## config.mk

```make
export PLATFORM = sky130hd
export DESIGN_NAME = obj_hash_engine
export DESIGN_NICKNAME = d
export VERILOG_FILES = /design/src/rtl/obj_hash_pkg.sv /design/src/rtl/obj_hash_fold.sv /design/src/rtl/obj_hash_ram.sv /design/src/rtl/obj_hash_ctrl.sv /design/src/rtl/obj_hash_engine.sv
export SDC_FILE = /design/constraint.sdc
export NUM_CORES = 2
export LEC_CHECK = 0
export BUFFER_PORTS_ARGS = -buffer_cell sky130_fd_sc_hd__buf_2
export CORE_ASPECT_RATIO = 1.2
export CORE_UTILIZATION = 52
export DETAILED_ROUTE_END_ITERATION = 16
export GPL_TIMING_DRIVEN = 0
export HOLD_SLACK_MARGIN = 0.03
export PLACE_DENSITY = 0.7
export SYNTH_ARGS = -nofsm -noshare
export SYNTH_HDL_FRONTEND = slang
export SYNTH_SLANG_ARGS = --single-unit
```

## constraint.sdc

```tcl
create_clock -name clk -period 6.7 [get_ports clk]
set_clock_uncertainty 0.05 [all_clocks]
set_input_delay 1.34 -clock clk [delete_from_list [all_inputs] [get_ports clk]]
set_output_delay 1.34 -clock clk [all_outputs]
set_load 0.01 [all_outputs]
```

## src/rtl/obj_hash_pkg.sv

```systemverilog
// Package: shared operation and status codes for the handle hash engine.
// Assumes: codes are fixed by the external interface.
package obj_hash_pkg;
    typedef enum logic [1:0] {
        OP_LOOKUP = 2'd0,
        OP_INSERT = 2'd1,
        OP_REMOVE = 2'd2
    } op_e;

    localparam logic [1:0] ST_OK   = 2'd0;
    localparam logic [1:0] ST_MISS = 2'd1;
    localparam logic [1:0] ST_FULL = 2'd2;
endpackage

```

## src/rtl/obj_hash_fold.sv

```systemverilog
// Module: obj_hash_fold
// Computes the home slot index of a handle by XOR-folding SLOT_BITS-wide
// chunks, optionally mixing in the channel id (legacy mode).
// Assumes: SLOT_BITS >= 4 and CHAN_W + SLOT_BITS - 4 <= SLOT_BITS.
module obj_hash_fold #(
    parameter int SLOT_BITS = 6,
    parameter int CHAN_W    = 4
) (
    input  logic [31:0]          handle,
    input  logic [CHAN_W-1:0]    chan,
    input  logic                 legacy,
    output logic [SLOT_BITS-1:0] slot
);
    localparam int NCHUNK = (32 + SLOT_BITS - 1) / SLOT_BITS;
    localparam int PADW   = NCHUNK * SLOT_BITS;

    logic [PADW-1:0]      padded;
    logic [SLOT_BITS-1:0] part [NCHUNK+1];
    logic [SLOT_BITS-1:0] chan_mix;

    assign padded  = PADW'(handle);
    assign part[0] = '0;

    // Chained XOR of successive chunks from the low end upward.
    for (genvar k = 0; k < NCHUNK; k++) begin : g_chunk
        assign part[k+1] = part[k] ^ padded[k*SLOT_BITS +: SLOT_BITS];
    end

    // Channel term, present only in legacy mode.
    always_comb begin
        chan_mix = SLOT_BITS'(32'(chan) << (SLOT_BITS - 4));
        slot     = part[NCHUNK] ^ (legacy ? chan_mix : '0);
    end
endmodule

```

## src/rtl/obj_hash_ram.sv

```systemverilog
// Module: obj_hash_ram
// Simple dual-port table storage: one write port, one read port with a
// single cycle of synchronous read latency. Each word is one entry,
// {handle, context}. No reset; the controller clears it.
module obj_hash_ram #(
    parameter int ADDR_W = 6,
    parameter int DATA_W = 64
) (
    input  logic              clk,
    input  logic              we,
    input  logic [ADDR_W-1:0] waddr,
    input  logic [DATA_W-1:0] wdata,
    input  logic              re,
    input  logic [ADDR_W-1:0] raddr,
    output logic [DATA_W-1:0] rdata
);
    localparam int DEPTH = 1 << ADDR_W;

    logic [DATA_W-1:0] mem [DEPTH];

    // Write port.
    always_ff @(posedge clk) begin
        if (we) mem[waddr] <= wdata;
    end

    // Registered read port.
    always_ff @(posedge clk) begin
        if (re) rdata <= mem[raddr];
    end
endmodule

```

## src/rtl/obj_hash_ctrl.sv

```systemverilog
// Module: obj_hash_ctrl
// Sequencer: clears the table after reset, then runs one operation at a
// time with a wrapping linear probe (two cycles per probed entry).
// Assumes: home_slot is computed combinationally from the request ports.
module obj_hash_ctrl
    import obj_hash_pkg::*;
#(
    parameter int SLOT_BITS = 6
) (
    input  logic                 clk,
    input  logic                 rst_n,
    input  logic                 start,
    input  logic [1:0]           op,
    input  logic                 legacy_mode,
    input  logic [31:0]          handle,
    input  logic [31:0]          ctx_in,
    input  logic [SLOT_BITS-1:0] home_slot,
    output logic                 ram_we,
    output logic [SLOT_BITS-1:0] ram_waddr,
    output logic [63:0]          ram_wdata,
    output logic                 ram_re,
    output logic [SLOT_BITS-1:0] ram_raddr,
    input  logic [63:0]          ram_rdata,
    output logic                 busy,
    output logic                 done,
    output logic [1:0]           status,
    output logic [31:0]          ctx_out
);
    localparam logic [SLOT_BITS-1:0] LAST = '1;

    typedef enum logic [1:0] {S_CLEAR, S_IDLE, S_READ, S_EVAL} state_e;

    state_e               state;
    logic [SLOT_BITS-1:0] clr_idx;
    logic [SLOT_BITS-1:0] home_q;
    logic [SLOT_BITS-1:0] probe_q;
    logic [SLOT_BITS-1:0] probe_nx;
    op_e                  req_op;
    logic [31:0]          req_handle;
    logic [31:0]          req_ctx;
    logic                 req_legacy;
    logic [31:0]          rd_handle;
    logic [31:0]          rd_ctx;
    logic                 occupied;
    logic                 match;
    logic                 hit;

    // Decode the entry just read and decide whether the probe ends here.
    always_comb begin
        rd_handle = ram_rdata[63:32];
        rd_ctx    = ram_rdata[31:0];
        occupied  = req_legacy ? rd_ctx[31] : (rd_ctx != 32'd0);
        match     = occupied && (rd_handle == req_handle);
        hit       = (req_op == OP_INSERT) ? !occupied : match;
        probe_nx  = probe_q + SLOT_BITS'(1);
    end

    // Table port drive: clearing sweep, or insert/remove write on a hit.
    always_comb begin
        ram_re    = (state == S_READ);
        ram_raddr = probe_q;
        ram_we    = (state == S_CLEAR) ||
                    (state == S_EVAL && hit && req_op != OP_LOOKUP);
        ram_waddr = (state == S_CLEAR) ? clr_idx : probe_q;
        ram_wdata = (state == S_EVAL && req_op == OP_INSERT) ?
                    {req_handle, req_ctx} : 64'd0;
    end

    assign busy = (state != S_IDLE);

    // Main sequencer: clear, accept, probe, complete.
    always_ff @(posedge clk) begin
        if (!rst_n) begin
            state      <= S_CLEAR;
            clr_idx    <= '0;
            home_q     <= '0;
            probe_q    <= '0;
            req_op     <= OP_LOOKUP;
            req_handle <= '0;
            req_ctx    <= '0;
            req_legacy <= 1'b0;
            done       <= 1'b0;
            status     <= ST_OK;
            ctx_out    <= '0;
        end else begin
            done <= 1'b0;
            case (state)
                S_CLEAR: begin
                    clr_idx <= clr_idx + SLOT_BITS'(1);
                    if (clr_idx == LAST) state <= S_IDLE;
                end
                S_IDLE: begin
                    if (start) begin
                        req_op     <= op_e'(op);
                        req_handle <= handle;
                        req_ctx    <= ctx_in;
                        req_legacy <= legacy_mode;
                        home_q     <= home_slot;
                        probe_q    <= home_slot;
                        state      <= S_READ;
                    end
                end
                S_READ: state <= S_EVAL;
                S_EVAL: begin
                    if (hit) begin
                        done    <= 1'b1;
                        status  <= ST_OK;
                        ctx_out <= (req_op == OP_LOOKUP) ? rd_ctx : 32'd0;
                        state   <= S_IDLE;
                    end else if (probe_nx == home_q) begin
                        done    <= 1'b1;
                        status  <= (req_op == OP_INSERT) ? ST_FULL : ST_MISS;
                        ctx_out <= 32'd0;
                        state   <= S_IDLE;
                    end else begin
                        probe_q <= probe_nx;
                        state   <= S_READ;
                    end
                end
                default: state <= S_IDLE;
            endcase
        end
    end

    // completion is a single-cycle pulse.
    a_r8_done_pulse: assert property (@(posedge clk) disable iff (!rst_n)
        done |=> !done);

    // the engine is idle in the completion cycle.
    a_r8_idle_on_done: assert property (@(posedge clk) disable iff (!rst_n)
        done |-> !busy);

    // a start while busy never disturbs the request in flight.
    a_r8_req_stable: assert property (@(posedge clk) disable iff (!rst_n)
        (busy && $past(busy)) |-> $stable(req_handle));

    // table-full is only ever reported for an insert.
    a_r7_full_only_insert: assert property (@(posedge clk) disable iff (!rst_n)
        (done && status == ST_FULL) |-> (req_op == OP_INSERT));

    // a lookup hit returns a word that is occupied under its mode.
    a_r4_hit_occupied: assert property (@(posedge clk) disable iff (!rst_n)
        (done && status == ST_OK && req_op == OP_LOOKUP) |->
        (req_legacy ? ctx_out[31] : (ctx_out != 32'd0)));
endmodule

```

## src/rtl/obj_hash_engine.sv

```systemverilog
// Module: obj_hash_engine (top)
// Handle-to-context hash table engine: folds the request handle into a
// home slot, then the controller probes the internal table RAM.
// Assumes: one request at a time; requests while busy are dropped.
module obj_hash_engine #(
    parameter int SLOT_BITS = 6,
    parameter int CHAN_W    = 4
) (
    input  logic              clk,
    input  logic              rst_n,
    input  logic              start,
    input  logic [1:0]        op,
    input  logic              legacy_mode,
    input  logic [31:0]       handle,
    input  logic [CHAN_W-1:0] chan,
    input  logic [31:0]       ctx_in,
    output logic              busy,
    output logic              done,
    output logic [1:0]        status,
    output logic [31:0]       ctx_out
);
    logic [SLOT_BITS-1:0] home_slot;
    logic                 ram_we;
    logic [SLOT_BITS-1:0] ram_waddr;
    logic [63:0]          ram_wdata;
    logic                 ram_re;
    logic [SLOT_BITS-1:0] ram_raddr;
    logic [63:0]          ram_rdata;

    obj_hash_fold #(.SLOT_BITS(SLOT_BITS), .CHAN_W(CHAN_W)) fold_i (
        .handle (handle),
        .chan   (chan),
        .legacy (legacy_mode),
        .slot   (home_slot)
    );

    obj_hash_ram #(.ADDR_W(SLOT_BITS), .DATA_W(64)) ram_i (
        .clk   (clk),
        .we    (ram_we),
        .waddr (ram_waddr),
        .wdata (ram_wdata),
        .re    (ram_re),
        .raddr (ram_raddr),
        .rdata (ram_rdata)
    );

    obj_hash_ctrl #(.SLOT_BITS(SLOT_BITS)) ctrl_i (
        .clk         (clk),
        .rst_n       (rst_n),
        .start       (start),
        .op          (op),
        .legacy_mode (legacy_mode),
        .handle      (handle),
        .ctx_in      (ctx_in),
        .home_slot   (home_slot),
        .ram_we      (ram_we),
        .ram_waddr   (ram_waddr),
        .ram_wdata   (ram_wdata),
        .ram_re      (ram_re),
        .ram_raddr   (ram_raddr),
        .ram_rdata   (ram_rdata),
        .busy        (busy),
        .done        (done),
        .status      (status),
        .ctx_out     (ctx_out)
    );
endmodule

```

==> metrics.cfg <==
[power]
power_frac_clock = 0.436
power.leakage_nw = 57.8
switchingPower_w = 0.0103
p_seq_frac = 0.551
finalPower_w = 0.0528
p_int_w = 0.0425
switching_share = 0.196
p_comb_frac = 0.013
ir_drop_mv = 0.239
cellPowerDensity_nw_per_um2 = 278

[synthesis]
netlist_area_um2 = 163000
syn-num-nets = 6686
avgSynthCellArea_um2 = 24.6
synth-edff-count = 4160
synth_top_flop_cell = edfxtp_1
synth_top_area_cell = edfxtp_1
yosys_register_bits = 4282
syn_inst = 6610
netlist.area_leader.share = 0.767
synth_cell_types = 46
yosysWarnings = 0
async_reset_ff_frac = 0
synth.area.top_cells = edfxtp_1, mux4_2, dfxtp_1, clkbuf_1, nand2_1
ys_seq_area_frac = 0.782

[final_layout]
layout.cells.non_filler = 12130
final_cell_mix = edfxtp_1, mux4_2, clkbuf_16
fin_nets = 7770
area_growth_pct = 16.5
multi_input_area_um2 = 34500
final_common_cell = edfxtp_1
drive_gt1_frac = 0.353
n_fill_cell = 20113
final_core_util = 0.610
regArea_um2 = 127000

[placement]
place.gp.congestion = 0.856
hpwlAfterDp_mm = 326
io_buffer_count = 109
place_inst = 11349

[cts]
root_buffer = clkbuf_16
cts_setup_buffers = 0
clkTransAtPathRegs_ns = 0.06
cts.sinks = 4282
cts-hold-fix-buffers = 0
cts_buffers = 409
ctsHtreeMaxLevel = 5
clock_path_buffers = 4
cts_resized = 0
insertion_delay_ns = 0.96
cts_tree = yes

[global_route]
grt_pass1_wl_mm = 635
antenna_found_initial = 33
grt_pass1_vias = 81594
grtUsageTotal = 0.293
grt.overflow.total = 0
grt_max_degree = 65

[timing]
slew_headroom = -0.0299
max_freq_ghz = 0.163
holdWs_ns = 0.418
rsz0062_at_grt = no
worstMarginPinSlew_ns = 1.54
period_share = 0.917
period_needed_ns = 6.15
slew_violations = 11
setup_viol = 0
hold_viol_final = 0

[die]
initial_utilization = 0.524
dieWidth_um = 513
rows = 224
die-area_um2 = 315000
ios = 110
chipHeight_um = 615
fp.coreArea_um2 = 311000

[drt]
post_drt_via_cell_ratio = 6.67
drt-wirelength-per-cell_um = 38.0
firstDrtPassIters = 8
vias = 80920
antenna_left = 0
drc = 0
drt_iter0_markers = 12112
drt-total-wl_mm = 460

[setup_path]
start_kind = flop
cp_max_fo = 11
cp.arrival_ns = 6.78
critical_path_class = reg2reg
endpoint_kind = flop
crit_required_ns = 7.33

[run]
max-cap-violations = 2

[run_status]
violations = max-capacitance violations, max-slew violations
status = finished, violations left

[min_path]
hp-class = reg2reg

[metrics by stage]
stage	setup TNS [ns]	cell area [um^2]	setup WS (ns)
4_1_cts	0	190000	0.802
6_report	0	190000	0.555
3_3_place_gp	-	169000	-10.25
2_1_floorplan	-265.20	163000	-0.142
3_5_place_dp	0	176000	0.900
5_1_grt	0	190000	0.740
[path summary, 6_finish.rpt]
| check | startpoint | to | slack [ns] | cells after the start |
|---|---|---|---|---|
| worst max-delay path | ctrl_i.ram_raddr[1] | ram_i.mem[24][41] | 0.55 | 12 |
| worst min-delay path | ctrl_i.req_ctx[14] | ctrl_i.req_ctx[14] | 0.42 | 2 |
| worst max register to register | ctrl_i.ram_raddr[1] | ram_i.mem[24][41] | 0.55 | 12 |
| worst min register to register | ctrl_i.req_ctx[14] | ctrl_i.req_ctx[14] | 0.42 | 2 |
[state kept, by name, indices dropped and copies added (netlist names)]
register,cells
ram_i.mem,4096
ctrl_i.req_legacy,1
ctrl_i.home_q,6
ctrl_i.req_ctx,32
ctrl_i.req_op,2
ctrl_i.done,1
ctrl_i.status,2
ctrl_i.clr_idx,6
ctrl_i.req_handle,32
ctrl_i.state,2
ctrl_i.ram_raddr,6
ctrl_i.ctx_out,32
ram_i.rdata,64
[per-layer routing]
metal	vias up	track usage	share of wire
met3	1182	0.0749	0.11
met1	43338	0.358	0.33
met4	14	0.156	0.064
li1	30860	-	-
met2	5526	0.481	0.49
met5	-	0.000304	0.00023
[synthesized netlist by cell type (all sizes together) (17+ instances only)]
library cell and count:
buf 135, xnor2 34, nor3 72, and3 69, mux4 1344, edfxtp 4160, a22o 32, nand2 177
nor4 17, xor2 39, dfxtp 122, clkbuf 232, a21boi 69
[cells by family after synthesis]
kind of cell | share of synthesized area
xor gates and xnor gates | 0.00406
buffers and inverters | 0.00919
muxes | 0.186
and+or+nand+nor | 0.0118
adders and majority gates | 0.000154
AOI/OAI and AO/OA | 0.00683
DFF | 0.782
[area by class of cell]
cell class              count  share of cell area
plain buffers             367             0.00797
inverters                   3           0.0000594
repair buffers            673              0.0417
diodes                     38            0.000501
clock inverters           230              0.0126
flip-flops and latches   4282               0.671
clock buffers             511              0.0570
well taps                4068              0.0268
multi-input cells        1958               0.182
[worst max-delay path, cell delays in order, from the launching register on]
cell and delay, ns:
dfxtp_1 0.33, buf_2 0.15, clkbuf_2 0.59, clkbuf_2 0.87, clkbuf_1 0.70, nor3_1 0.14
a31oi_1 0.88, clkbuf_1 0.91, nor3_2 0.38, buf_6 0.30, buf_6 0.18, buf_6 0.17
buf_6 0.16
[power groups by stage]
stage	logic, W	registers [W]	clock network (W)
after global placement	0.000559	0.0297	0
final	0.000663	0.0291	0.0230
after floorplan	0.000282	0.0297	0
after global routing	0.000667	0.0291	0.0241
after detailed placement	0.000648	0.0297	0
after CTS	0.000653	0.0291	0.0232
No activity file was read; power rests on OpenSTA's default activity.
